$ cat src/rtl/pip_ovl_pkg.sv
package pip_ovl_pkg;

    // Window geometry
    localparam int PIC_W_S = 84;
    localparam int PIC_H_S = 53;
    localparam int PIC_W_L = 114;
    localparam int PIC_H_L = 71;
    localparam int BORD_X  = 3;
    localparam int BORD_Y  = 2;
    localparam int MAX_WIN = 4;
    localparam int WIN_L   = 3;
    localparam int POS_STEPS = 63;

    // Output field widths
    localparam int COLW = $clog2(PIC_W_L);
    localparam int ROWW = $clog2(PIC_H_L);
    localparam int IDXW = $clog2(MAX_WIN);

    typedef enum logic [2:0] {
        SRC_MAIN   = 3'd0,
        SRC_PIC    = 3'd1,
        SRC_BORDER = 3'd2,
        SRC_FILL   = 3'd3,
        SRC_BLACK  = 3'd4
    } src_e;

    typedef struct packed {
        src_e            src;
        logic [IDXW-1:0] win;
        logic [COLW-1:0] col;
        logic [ROWW-1:0] row;
        logic            live;
        logic [2:0]      color;
    } ovl_s;

endpackage

$ cat src/rtl/pip_origin_calc.sv
module pip_origin_calc
    import pip_ovl_pkg::*;
#(
    parameter int XW    = 11,
    parameter int YW    = 10,
    parameter int ACT_W = 640,
    parameter int ACT_H = 480
) (
    input  logic            size_lg,
    input  logic [5:0]      xpos,
    input  logic [5:0]      ypos,
    output logic [XW-1:0]   x0,
    output logic [YW-1:0]   y0,
    output logic [COLW-1:0] pic_w,
    output logic [ROWW-1:0] pic_h,
    output logic [2:0]      nwin
);
    localparam int PX = XW + 6;
    localparam int PY = YW + 6;
    localparam int SPAN_XS = ACT_W - (PIC_W_S + 2 * BORD_X);
    localparam int SPAN_XL = ACT_W - (PIC_W_L + 2 * BORD_X);
    localparam int SPAN_YS = ACT_H - MAX_WIN * (PIC_H_S + 2 * BORD_Y);
    localparam int SPAN_YL = ACT_H - WIN_L * (PIC_H_L + 2 * BORD_Y);

    logic [PX-1:0] prod_x;
    logic [PY-1:0] prod_y;

    always_comb begin
        if (size_lg) begin
            prod_x = PX'(xpos) * PX'(SPAN_XL);
            prod_y = PY'(ypos) * PY'(SPAN_YL);
            pic_w  = COLW'(PIC_W_L);
            pic_h  = ROWW'(PIC_H_L);
            nwin   = 3'(WIN_L);
        end else begin
            prod_x = PX'(xpos) * PX'(SPAN_XS);
            prod_y = PY'(ypos) * PY'(SPAN_YS);
            pic_w  = COLW'(PIC_W_S);
            pic_h  = ROWW'(PIC_H_S);
            nwin   = 3'(MAX_WIN);
        end
        x0 = XW'(prod_x / PX'(POS_STEPS));
        y0 = YW'(prod_y / PY'(POS_STEPS));
    end

endmodule

$ cat src/rtl/pip_slot_locate.sv
module pip_slot_locate
    import pip_ovl_pkg::*;
#(
    parameter int XW = 11,
    parameter int YW = 10
) (
    input  logic [XW-1:0]   pix_x,
    input  logic [YW-1:0]   line_y,
    input  logic [XW-1:0]   x0,
    input  logic [YW-1:0]   y0,
    input  logic [COLW-1:0] pic_w,
    input  logic [ROWW-1:0] pic_h,
    input  logic [2:0]      nwin,
    output logic            hit,
    output logic [IDXW-1:0] slot,
    output logic            in_pic,
    output logic [COLW-1:0] col,
    output logic [ROWW-1:0] row
);
    localparam int XE = XW + 1;
    localparam int YE = YW + 1;

    logic [XE-1:0]      dx;
    logic [XE-1:0]      box_w;
    logic               in_x;
    logic [YE-1:0]      cell_h;
    logic [YE-1:0]      row_start [MAX_WIN];
    logic [MAX_WIN-1:0] row_hit;
    logic [YE-1:0]      dy;
    logic               pic_x;
    logic               pic_y;

    assign box_w  = XE'(pic_w) + XE'(2 * BORD_X);
    assign dx     = XE'(pix_x) - XE'(x0);
    assign in_x   = (pix_x >= x0) && (dx < box_w);
    assign cell_h = YE'(pic_h) + YE'(2 * BORD_Y);

    // One row-range comparator per slot
    genvar k;
    generate
        for (k = 0; k < MAX_WIN; k++) begin : g_slot
            assign row_start[k] = YE'(y0) + YE'(k) * cell_h;
            assign row_hit[k]   = (3'(k) < nwin)
                                  && (YE'(line_y) >= row_start[k])
                                  && (YE'(line_y) < row_start[k] + cell_h);
        end
    endgenerate

    always_comb begin
        slot = '0;
        dy   = '0;
        for (int i = 0; i < MAX_WIN; i++) begin
            if (row_hit[i]) begin
                slot = IDXW'(i);
                dy   = YE'(line_y) - row_start[i];
            end
        end
        hit    = in_x && (|row_hit);
        pic_x  = (dx >= XE'(BORD_X)) && (dx < XE'(BORD_X) + XE'(pic_w));
        pic_y  = (dy >= YE'(BORD_Y)) && (dy < YE'(BORD_Y) + YE'(pic_h));
        in_pic = pic_x && pic_y;
        col    = COLW'(dx - XE'(BORD_X));
        row    = ROWW'(dy - YE'(BORD_Y));
    end

endmodule

$ cat src/rtl/pip_pixel_mux.sv
module pip_pixel_mux
    import pip_ovl_pkg::*;
(
    input  logic            hit,
    input  logic [IDXW-1:0] slot,
    input  logic            in_pic,
    input  logic [COLW-1:0] col,
    input  logic [ROWW-1:0] row,
    input  logic            size_lg,
    input  logic [3:0]      win_en,
    input  logic [3:0]      win_blank,
    input  logic [1:0]      live_sel,
    input  logic [2:0]      border_code,
    input  logic [1:0]      fill_code,
    output ovl_s            pix_o
);
    logic [IDXW-1:0] live_idx;
    logic            slot_on;
    logic            bord_hidden;
    logic            is_live;

    always_comb begin
        // In large mode the fourth code falls back to the third slot
        live_idx    = (size_lg && live_sel == 2'b11) ? IDXW'(2) : IDXW'(live_sel);
        slot_on     = hit && win_en[slot];
        bord_hidden = (border_code[2:1] == 2'b01);
        is_live     = (slot == live_idx);
        pix_o       = '0;
        if (slot_on) begin
            if (!in_pic) begin
                if (!bord_hidden) begin
                    pix_o.src   = SRC_BORDER;
                    pix_o.color = border_code;
                    pix_o.win   = slot;
                    pix_o.live  = is_live;
                end
            end else begin
                pix_o.win  = slot;
                pix_o.live = is_live;
                if (win_blank[slot]) begin
                    pix_o.src = SRC_BLACK;
                end else if (fill_code != 2'b00) begin
                    pix_o.src   = SRC_FILL;
                    pix_o.color = {1'b0, fill_code};
                end else begin
                    pix_o.src = SRC_PIC;
                    pix_o.col = col;
                    pix_o.row = row;
                end
            end
        end
    end

endmodule

$ cat src/rtl/pip_stack_overlay.sv
module pip_stack_overlay
    import pip_ovl_pkg::*;
#(
    parameter int XW    = 11,
    parameter int YW    = 10,
    parameter int ACT_W = 640,
    parameter int ACT_H = 480
) (
    input  logic          clk,
    input  logic          rst_n,
    input  logic [XW-1:0] pix_x,
    input  logic [YW-1:0] line_y,
    input  logic          size_lg,
    input  logic [5:0]    xpos,
    input  logic [5:0]    ypos,
    input  logic [3:0]    win_en,
    input  logic [3:0]    win_blank,
    input  logic [1:0]    live_sel,
    input  logic [2:0]    border_code,
    input  logic [1:0]    fill_code,
    output logic [2:0]    src_sel,
    output logic [1:0]    win_idx,
    output logic [6:0]    win_col,
    output logic [6:0]    win_row,
    output logic          win_live,
    output logic [2:0]    color_code
);
    logic [XW-1:0]   x0;
    logic [YW-1:0]   y0;
    logic [COLW-1:0] pic_w;
    logic [ROWW-1:0] pic_h;
    logic [2:0]      nwin;
    logic            hit;
    logic [IDXW-1:0] slot;
    logic            in_pic;
    logic [COLW-1:0] col;
    logic [ROWW-1:0] row;
    ovl_s            pix_c;
    ovl_s            ovl_d;
    ovl_s            ovl_q;

    pip_origin_calc #(
        .XW(XW), .YW(YW), .ACT_W(ACT_W), .ACT_H(ACT_H)
    ) u_origin (
        .size_lg(size_lg), .xpos(xpos), .ypos(ypos),
        .x0(x0), .y0(y0), .pic_w(pic_w), .pic_h(pic_h), .nwin(nwin)
    );

    pip_slot_locate #(.XW(XW), .YW(YW)) u_locate (
        .pix_x(pix_x), .line_y(line_y), .x0(x0), .y0(y0),
        .pic_w(pic_w), .pic_h(pic_h), .nwin(nwin),
        .hit(hit), .slot(slot), .in_pic(in_pic), .col(col), .row(row)
    );

    pip_pixel_mux u_mux (
        .hit(hit), .slot(slot), .in_pic(in_pic), .col(col), .row(row),
        .size_lg(size_lg), .win_en(win_en), .win_blank(win_blank),
        .live_sel(live_sel), .border_code(border_code), .fill_code(fill_code),
        .pix_o(pix_c)
    );

    always_comb begin
        ovl_d = pix_c;
    end

    always_ff @(posedge clk or negedge rst_n) begin
        if (!rst_n) ovl_q <= '0;
        else        ovl_q <= ovl_d;
    end

    assign src_sel    = ovl_q.src;
    assign win_idx    = 2'(ovl_q.win);
    assign win_col    = 7'(ovl_q.col);
    assign win_row    = 7'(ovl_q.row);
    assign win_live   = ovl_q.live;
    assign color_code = ovl_q.color;

endmodule

$ cat config.mk
export PLATFORM = sky130hd
export DESIGN_NAME = pip_stack_overlay
export DESIGN_NICKNAME = d
export VERILOG_FILES = /design/src/rtl/pip_ovl_pkg.sv /design/src/rtl/pip_origin_calc.sv /design/src/rtl/pip_slot_locate.sv /design/src/rtl/pip_pixel_mux.sv /design/src/rtl/pip_stack_overlay.sv
export SDC_FILE = /design/constraint.sdc
export NUM_CORES = 1
export LEC_CHECK = 0
export BUFFER_PORTS_ARGS = -buffer_cell sky130_fd_sc_hd__buf_2
export CORE_MARGIN = 2
export CORE_UTILIZATION = 59
export CTS_BUF_LIST = sky130_fd_sc_hd__clkbuf_4 sky130_fd_sc_hd__clkbuf_8
export DETAILED_ROUTE_END_ITERATION = 16
export PLACE_DENSITY = 0.81
export SLEW_MARGIN = 30
export SYNTH_ARGS = -nofsm -noshare
export SYNTH_HDL_FRONTEND = slang
export SYNTH_SLANG_ARGS = --single-unit
$ cat constraint.sdc
create_clock -name clk -period 0.8 [get_ports clk]
set_input_delay 0.08 -clock clk [delete_from_list [all_inputs] [get_ports clk]]
set_output_delay 0.08 -clock clk [all_outputs]
set_load 0.005 [all_outputs]
==> flow_summary.ini, run 1 <==
[clocking]
cts_root_buf = clkbuf_8
htree_num_levels = 1
cts.sinks = 23
cts_buffers = 3
clock_path_buffers = 2

[run_status]
stop_error = [ERROR GRT-0116] Global routing finished with congestion. Check the congestion regions in the DRC Viewer.
status = did not finish
stop_stage = 5_1_grt

[die]
rows = 51
dieHeight_um = 146.0
die_w_um = 146.0
start_util = 0.6056
boundaryPins = 74

[synth]
synthDistinctLibCells = 101
synth_edf_count = 0
synth_seq_area_share = 0.04836
netlist_area_sq_um = 11900
synth_top_area_share = 0.1945
syn_nets = 1809
synthesis.area_per_instance_sq_um = 7.748
synthMuxAreaShare = 0.03869
synth_fa_ha_area_frac = 0.2577
synth_top_area_cell = ha_1
synth_area_leaders = ha_1 (19%), fa_1 (6.2%), a21oi_1 (5.3%)
yosys.area_share.xor_xnor = 0.08831
yosysMostFrequentCell = ha_1
syn-instance-count = 1536
yosys_warnings = 0
ys_ff_latch = 23
synth_top_family_by_area = compound AO/OA/AOI/OAI gates
ys_async_sr_fraction = 1.000
synthSimpleGateAreaFrac = 0.1886
synth_compound_area_frac = 0.3231
synth_top_flop_cell = dfrtp_1
synth_common_cells = ha_1 (185), a21oi_1 (125), inv_1 (121)

[grt]
grt_pass1_wl_um = 133700
grt_pass1_vias = 22434
grt_usage = 0.8009
overflow = 334
grt_start_max_net_pins = 53

[placed_design]
dp.cells = 2430
io_buffer_count = 73
dp.final_hpwl_um = 42260
place_congestion = 1.063
dp_worst_setup_slack_ns = -13.48
==> kinds of logic after synthesis <==
logic type / count (synthesis)
compound gates: 544
simple gates: 426
fa+ha+maj: 223
buf+inv: 155
xor+xnor: 120
mux: 44
flops: 23
other cells: 1
==> per-stage QoR <==
step | instance area (sq um) | hold slack, ns | util
CTS | 17920 | 0.07099 | 0.9118
detailed placement | 17010 | 0.05821 | 0.8657
global placement | 17010 | 0.05217 | 0.8657
floorplan | 12080 | -0.2156 | -
==> what timing repair did <==
item / 4_1_cts
pin swaps: 70
gates cloned: 3
setup endpoints to repair: 46
endpoints found under the hold margin: 23
buffers inserted: 29
hold buffers: 1
gates resized for setup: 133
==> layer usage <==
metal | track usage | GRT overflow
met1 | 0.7492 | 15
met2 | 0.9892 | 197
met3 | 0.6253 | 6
met4 | 0.9107 | 116
met5 | 0.3614 | 0
==> inputs of run 2 (changes only) <==
--- a/config.mk
+++ b/config.mk
@@ -7,10 +7,9 @@
 export LEC_CHECK = 0
 export BUFFER_PORTS_ARGS = -buffer_cell sky130_fd_sc_hd__buf_2
 export CORE_MARGIN = 2
-export CORE_UTILIZATION = 59
-export CTS_BUF_LIST = sky130_fd_sc_hd__clkbuf_4 sky130_fd_sc_hd__clkbuf_8
+export CORE_UTILIZATION = 40
 export DETAILED_ROUTE_END_ITERATION = 16
-export PLACE_DENSITY = 0.81
+export PLACE_DENSITY_LB_ADDON = 0.15
 export SLEW_MARGIN = 30
 export SYNTH_ARGS = -nofsm -noshare
 export SYNTH_HDL_FRONTEND = slang
==> constraint.sdc (replaced) <==
create_clock -name clk -period 1.05 [get_ports clk]
set_input_delay 0.105 -clock clk [delete_from_list [all_inputs] [get_ports clk]]
set_output_delay 0.105 -clock clk [all_outputs]
set_load 0.005 [all_outputs]
==> flow_summary.ini, run 2 <==
[synth]
synthesis.area_per_instance_sq_um = 7.748
synth_top_flop_cell = dfrtp_1
synthDistinctLibCells = 101
yosys_warnings = 0
syn-instance-count = 1536
synth_common_cells = ha_1 (185), a21oi_1 (125), inv_1 (121)
yosysMostFrequentCell = ha_1
ys_ff_latch = 23
netlist_area_sq_um = 11900
synth_top_area_cell = ha_1
synth_area_leaders = ha_1 (19%), fa_1 (6.2%), a21oi_1 (5.3%)
syn_nets = 1809
synth_edf_count = 0
synth_top_area_share = 0.1945
ys_async_sr_fraction = 1.000
synth_seq_area_share = 0.04836

[clocking]
htree_num_levels = 1
cts.clk_slew.worst_paths_ns = 0.06
cts_tree = done
cts_buffers = 3
cts.sinks = 23
clock_path_buffers = 2
cts_root_buf = clkbuf_16

[final_layout]
nets = 2534
final_common_cell = buf_4
drive_gt1_frac = 0.4389
area_delta_synth_final_pct = 59.45
layout_common_cells = buf_4 (655), ha_1 (165), inv_1 (109), a21oi_1 (97), nor2_1 (88)
nFillCells = 2545
n_antenna_cell = 0

[die]
boundaryPins = 74
rows = 63
start_util = 0.4037
die_w_um = 176.5
dieHeight_um = 176.5
die_area_sq_um = 31150
core_sq_um = 29480

[critical_path]
cp_top_family = compound AO/OA/AOI/OAI gates
critPathBufInv = 15
cp.required_ns = 1.22
cp-endpoint = win_row[0]$_DFF_PN0_
cp-end-kind = flip-flop
crit_cells = 70
cpMaxStageDelayCell = fa_2
crit_fanout = 8
start_kind = input pin
critPathKind = in2reg
cpPeakStageDelay_ns = 0.62
critPathArrivalTime_ns = 12.98
startpoint = ypos[5]

[run_status]
violations = negative setup slack
status = finished with violations

[routing]
first_pass_iters = 7
vias = 14347
drt_iter0_drc = 783
routed_wl_um = 42730
antenna_left = 0
drcViolationCount = 0
wl_per_cell_um = 16.12
viasPerCell = 5.414

[sta]
setup_viol = 23
worst_slew_pin_slew_ns = 0.6134
slew_headroom = 0.5866
fin_ws_ns = -11.76
min_period_ns = 12.81
hold_viol_final = 0
period_share = 12.20
rsz0062_at_grt = true
maxSlewViolCount = 0
fmax_ghz = 0.07804

[placed_design]
dp_worst_setup_slack_ns = -12.44
dp.final_hpwl_um = 34960
place_congestion = 0.9582
io_buffer_count = 73

[grt]
grt_usage = 0.2667
grt_pass1_vias = 14309
grt_pass1_wl_um = 69590
antenna_found_initial = 1
overflow = 0
grt_start_max_net_pins = 34

[flow_run]
maxCapViolCount = 0

[min_path]
hold_path.class = in2reg
==> run 2: cell counts after synthesis <==
Identical to the previous run, type by type.
==> run 2: cell type report <==
| type | instances | area, sq um | share of cell area |
|---|---|---|---|
| multi-input cells | 1358 | 11720 | 0.6177 |
| flip-flops and latches | 23 | 575.6 | 0.03033 |
| inverters | 123 | 474.2 | 0.02499 |
| repair buffers | 752 | 5638 | 0.2971 |
| well taps | 390 | 488.0 | 0.02571 |
| clock buffers | 4 | 78.83 | 0.004154 |
==> run 2: per-layer routing <==
metal,track usage,part of all wire,vias to the layer above
met1,0.3596,0.47,6808
li1,-,-,7209
met5,0,0.00023,-
met4,0.04098,0.019,2
met2,0.4811,0.49,260
met3,0.008183,0.023,68
==> run 2: how the worst min path moves through the flow <==
stage | start | end | slack (ns) | cells after the start
after floorplan | rst_n | color_code[0]$_DFF_PN0_ | -0.19 | 0
after global placement | rst_n | color_code[0]$_DFF_PN0_ | 0.09 | 1
after detailed placement | rst_n | color_code[1]$_DFF_PN0_ | 0.09 | 1
after CTS | border_code[2] | color_code[2]$_DFF_PN0_ | 0.10 | 3
after global routing | border_code[2] | color_code[2]$_DFF_PN0_ | 0.11 | 3
final | border_code[2] | color_code[2]$_DFF_PN0_ | 0.10 | 3
==> run 2: timing repair <==
item	CTS	global route
gates resized for setup	109	102
endpoints found under the hold margin	23	0
pin swaps	67	37
hold buffers	1	0
endpoints found under the setup margin	23	23
buffers inserted	40	20
cloned	2	1
==> run 2: stage by stage <==
step	instances	utilization	instance area [sq um]	setup TNS (ns)	hold slack, ns
after floorplan	1536	-	12080	-270.97	-0.1906
after global placement	2584	0.5916	17440	-277.37	0.08830
after detailed placement	2584	0.5916	17440	-284.32	0.09066
after CTS	2630	0.6204	18290	-263.67	0.1036
after global routing	2650	0.6437	18980	-281.34	0.1100
final	2650	0.6437	18980	-268.70	0.1046
==> run 2: worst min-delay path, delay by kind of cell <==
family	cells	cell delay [ns]
buffers and inverters	1	0.11
and+or+nand+nor	2	0.11
==> run 2: cell families after synthesis <==
| logic type | synth area share |
|---|---|
| other cells | 0.0003151 |
| simple gates | 0.1886 |
| fa+ha+maj | 0.2577 |
| xor+xnor | 0.08831 |
| mux | 0.03869 |
| flops | 0.04836 |
| compound gates | 0.3231 |
| buf+inv | 0.05498 |
Power of run 2 is left out: the tool's default activity adds up to more than one toggle a clock period on the data nets, which glitch-free logic cannot reach.
==> inputs of run 3 (changes only) <==
--- a/config.mk
+++ b/config.mk
@@ -6,11 +6,14 @@
 export NUM_CORES = 1
 export LEC_CHECK = 0
 export BUFFER_PORTS_ARGS = -buffer_cell sky130_fd_sc_hd__buf_2
+export CAP_MARGIN = 25
 export CORE_MARGIN = 2
 export CORE_UTILIZATION = 40
 export DETAILED_ROUTE_END_ITERATION = 16
 export PLACE_DENSITY_LB_ADDON = 0.15
+export SKIP_CTS_REPAIR_TIMING = 1
 export SLEW_MARGIN = 30
 export SYNTH_ARGS = -nofsm -noshare
 export SYNTH_HDL_FRONTEND = slang
+export SYNTH_HIERARCHICAL = 1
 export SYNTH_SLANG_ARGS = --single-unit
==> flow_summary.ini, run 3 <==
[run_status]
violations = negative setup slack
status = finished with violations

[synth]
synth_seq_area_share = 0.04248
synth_top_family_by_area = compound AO/OA/AOI/OAI gates
netlist_area_sq_um = 13550
synth_edf_count = 0
synthSimpleGateAreaFrac = 0.2059
synth_area_leaders = ha_1 (21%), fa_1 (5.9%), xnor2_1 (4.9%)
synth_common_cells = ha_1 (223), inv_1 (152), a21oi_1 (119)
synth_fa_ha_area_frac = 0.2680
ys_ff_latch = 23
synth_top_area_share = 0.2059
synth_compound_area_frac = 0.2997
yosysMostFrequentCell = ha_1
synthMuxAreaShare = 0.03149
synthDistinctLibCells = 129
yosys.area_share.xor_xnor = 0.08967
synth_top_flop_cell = dfrtp_1
ys_async_sr_fraction = 1.000
synthesis.area_per_instance_sq_um = 7.831
synth_top_area_cell = ha_1
yosys_warnings = 6
syn-instance-count = 1730

[sta]
setup_viol = 23
hold_viol_final = 0
hold_ws_ns = 0.08231
slew_headroom = 0.5532
fmax_ghz = 0.07507
maxSlewViolCount = 0
min_period_ns = 13.32
period_share = 12.69
fin_ws_ns = -12.27
rsz0062_at_grt = true
worst_slew_pin_slew_ns = 0.6657

[placed_design]
dp.final_hpwl_um = 39090
place_congestion = 0.9249
io_buffer_count = 73
dp_worst_setup_slack_ns = -12.86

[flow_run]
maxCapViolCount = 0

[clocking]
cts_tree = done
htree_num_levels = 1
clock_path_buffers = 2
cts.clk_slew.worst_paths_ns = 0.06
cts_root_buf = clkbuf_16
cts.sinks = 23
cts_buffers = 3

[final_layout]
final_common_cell = buf_4
layout_common_cells = buf_4 (651), ha_1 (210), inv_1 (144), a21oi_1 (106), nor2_1 (106)
drive_gt1_frac = 0.4027
area_delta_synth_final_pct = 48.98
nets = 2746

[routing]
drcViolationCount = 0
drt_iter0_drc = 760
vias = 15523
wl_per_cell_um = 15.97
routed_wl_um = 46010
antenna_left = 0
viasPerCell = 5.390
first_pass_iters = 5

[grt]
grt_pass1_vias = 15734
grt_pass1_wl_um = 74460
overflow = 0
antenna_found_initial = 1
grt_usage = 0.2501
grt_start_max_net_pins = 28

[critical_path]
crit_fanout = 8
cpMaxStageDelayCell = fa_1
cpPeakStageDelay_ns = 0.60
critPathMostFrequentCell = a21o_1
cp.required_ns = 1.24
cp-end-kind = flip-flop
start_kind = input pin
critPathArrivalTime_ns = 13.52
critPathKind = in2reg

[die]
dieHeight_um = 188.0
boundaryPins = 74
die_w_um = 188.0
die_area_sq_um = 35360
start_util = 0.4050
rows = 67
core_sq_um = 33450

[min_path]
hold_path.class = in2reg
==> run 3: changes by cell type in the layout (fill, tap and decap cells not counted), sizes merged, moves of 21 or more <==
cell   delta
ha       +38
inv      +30
nand2    +26
buf      -22
nor2     +21
==> run 3: area by class of cell <==
class                           count  area, sq um
Fill cell                        3064        13260
Multi-Input combinational cell   1521        13060
Timing Repair Buffer              729         5329
Inverter                          154        581.8
Sequential cell                    23        575.6
Tap cell                          448        560.5
Clock buffer                        3        75.07
Clock inverter                      1        5.005
Antenna cell                        1        2.502
==> run 3: worst paths after layout <==
path,from,to,slack [ns],cells after the start
min in group asynchronous,rst_n,color_code[2]$_DFF_PN0_,0.35,2
worst max-delay path,ypos[4],win_col[1]$_DFF_PN0_,-12.27,63
max in group asynchronous,rst_n,win_col[6]$_DFF_PN0_,0.37,2
worst min-delay path,fill_code[0],color_code[0]$_DFF_PN0_,0.08,2
==> run 3: routing by layer <==
layer  vias up  GRT usage  wire [um]
met2       272     0.4679      23240
met3        82   0.007486        948
met4         0    0.06118       1296
met5         -          0          0
met1      7348     0.3151      20520
li1       7821          -          -
==> run 3: kinds of logic after synthesis <==
family                   count (synthesis)
buffers and inverters                  193
AO/OA/AOI/OAI                          551
adder cells (fa/ha/maj)                267
other                                    2
multiplexers                            40
AND/OR/NAND/NOR                        520
XOR/XNOR                               134
flip-flops                              23
==> run 3: metrics by stage <==
step	setup TNS, ns	util	cells	area (sq um)
floorplan	-276.26	-	1736	13790
global placement	-287.28	0.5743	2851	19210
detailed placement	-293.49	0.5743	2851	19210
CTS	-288.12	0.5767	2855	19290
global route	-292.61	0.6034	2880	20180
finish	-279.54	0.6034	2880	20180
==> run 3: critical path, delay by kind of cell <==
kind,cells,cell delay (ns)
compound gates,26,5.10
xor+xnor,2,0.23
fa+ha+maj,13,4.42
buf+inv,11,1.08
simple gates,11,2.55
Power of run 3 is left out for the same reason.
==> inputs of run 4 (changes only) <==
--- a/config.mk
+++ b/config.mk
@@ -17,3 +17,4 @@
 export SYNTH_HDL_FRONTEND = slang
 export SYNTH_HIERARCHICAL = 1
 export SYNTH_SLANG_ARGS = --single-unit
+export TNS_END_PERCENT = 5
==> flow_summary.ini, run 4 (synthesis results as in run 3) <==
[final_layout]
nFillCells = 3081
final_common_cell = buf_4
nets = 2741
area_delta_synth_final_pct = 48.10
drive_gt1_frac = 0.3978
layout_common_cells = buf_4 (644), ha_1 (209), inv_1 (146), nor2_1 (109), a21oi_1 (108)
ff_latch_area_sq_um = 575.6
multi_input_area_sq_um = 12960

[clocking]
htree_num_levels = 1
clock_path_buffers = 2
cts_root_buf = clkbuf_16
cts_buffers = 3
cts_tree = done
cts.sinks = 23
cts.clk_slew.worst_paths_ns = 0.06

[placed_design]
dp.final_hpwl_um = 38520
place_congestion = 0.9315
io_buffer_count = 73
dp_worst_setup_slack_ns = -12.83

[die]
boundaryPins = 74
dieHeight_um = 188.0
core_sq_um = 33450
die_area_sq_um = 35360
start_util = 0.4050
die_w_um = 188.0
rows = 67

[critical_path]
cpPeakStageDelay_ns = 0.60
start_kind = input pin
critPathArrivalTime_ns = 13.48
startpoint = ypos[2]
critPathKind = in2reg
cp-end-kind = flip-flop
cp-endpoint = win_row[6]$_DFF_PN0_
critPathMostFrequentCell = a211oi_2
crit_fanout = 7
cpMaxStageDelayCell = fa_2
cp.required_ns = 1.25

[sta]
rsz0062_at_grt = true
fmax_ghz = 0.07529
fin_ws_ns = -12.23
hold_viol_final = 0
period_share = 12.65
min_period_ns = 13.28
setup_viol = 23
slew_headroom = 0.4833
worst_slew_pin_slew_ns = 0.7722
maxSlewViolCount = 0

[run_status]
status = finished with violations
violations = negative setup slack

[flow_run]
maxCapViolCount = 0

[routing]
drcViolationCount = 0
antenna_left = 0
vias = 15293
routed_wl_um = 44980
first_pass_iters = 5
viasPerCell = 5.317
wl_per_cell_um = 15.64
drt_iter0_drc = 826

[grt]
grt_pass1_vias = 15370
antenna_found_initial = 2
grt_start_max_net_pins = 45
overflow = 0
grt_pass1_wl_um = 72430
grt_usage = 0.2441

[min_path]
hold_path.class = in2reg
run 4: changes by cell type in the layout (fill, tap and decap cells not counted), sizes merged:
cell / previous run / this run
buf: 728 / 722
diode: 1 / 2
nand2: 107 / 108
run 4: how the worst min path moves through the flow:
stage / from / end / slack (ns) / cells after the start
after floorplan: rst_n / color_code[0]$_DFF_PN0_ / -0.19 / 0
after global placement: rst_n / color_code[2]$_DFF_PN0_ / 0.09 / 1
after detailed placement: rst_n / color_code[2]$_DFF_PN0_ / 0.09 / 1
after CTS: rst_n / color_code[1]$_DFF_PN0_ / -0.18 / 1
after global routing: fill_code[1] / color_code[1]$_DFF_PN0_ / 0.09 / 2
final: fill_code[0] / color_code[0]$_DFF_PN0_ / 0.08 / 2
run 4: area by class of cell:
type / instances / area share
multi-input combinational: 1522 / 0.6457
timing repair buffer: 723 / 0.2643
inverter: 154 / 0.02912
sequential: 23 / 0.02869
tap: 448 / 0.02794
clock buffer: 3 / 0.003742
clock inverter: 1 / 0.0002494
antenna: 2 / 0.0002494
run 4: critical path, delay by kind of cell:
kind | cells | cell delay (ns)
compound gates | 27 | 5.51
xor+xnor | 2 | 0.30
fa+ha+maj | 12 | 3.92
buf+inv | 10 | 1.06
simple gates | 12 | 2.57
run 4: routing by layer:
metal  vias up  track usage  routed length (um)
li1       7821            -                   -
met1      7167       0.3001               19880
met2       241       0.4586               22840
met3        64      0.01479                1126
met4         0      0.06360                1139
met5         -            0                   0
run 4: metrics by stage:
stage          instance area, sq um    util  TNS [ns]  instances  hold WS, ns
4_1_cts                       19320  0.5777   -286.82       2858      -0.1798
5_1_grt                       20060  0.5999   -293.17       2876      0.09267
3_3_place_gp                  19240  0.5753   -285.29       2854      0.09182
6_report                      20060  0.5999   -278.77       2876      0.08063
2_1_floorplan                 13790       -   -276.28       1736      -0.1906
3_5_place_dp                  19240  0.5753   -292.66       2854      0.09292
Power of run 4 is left out for the same reason.
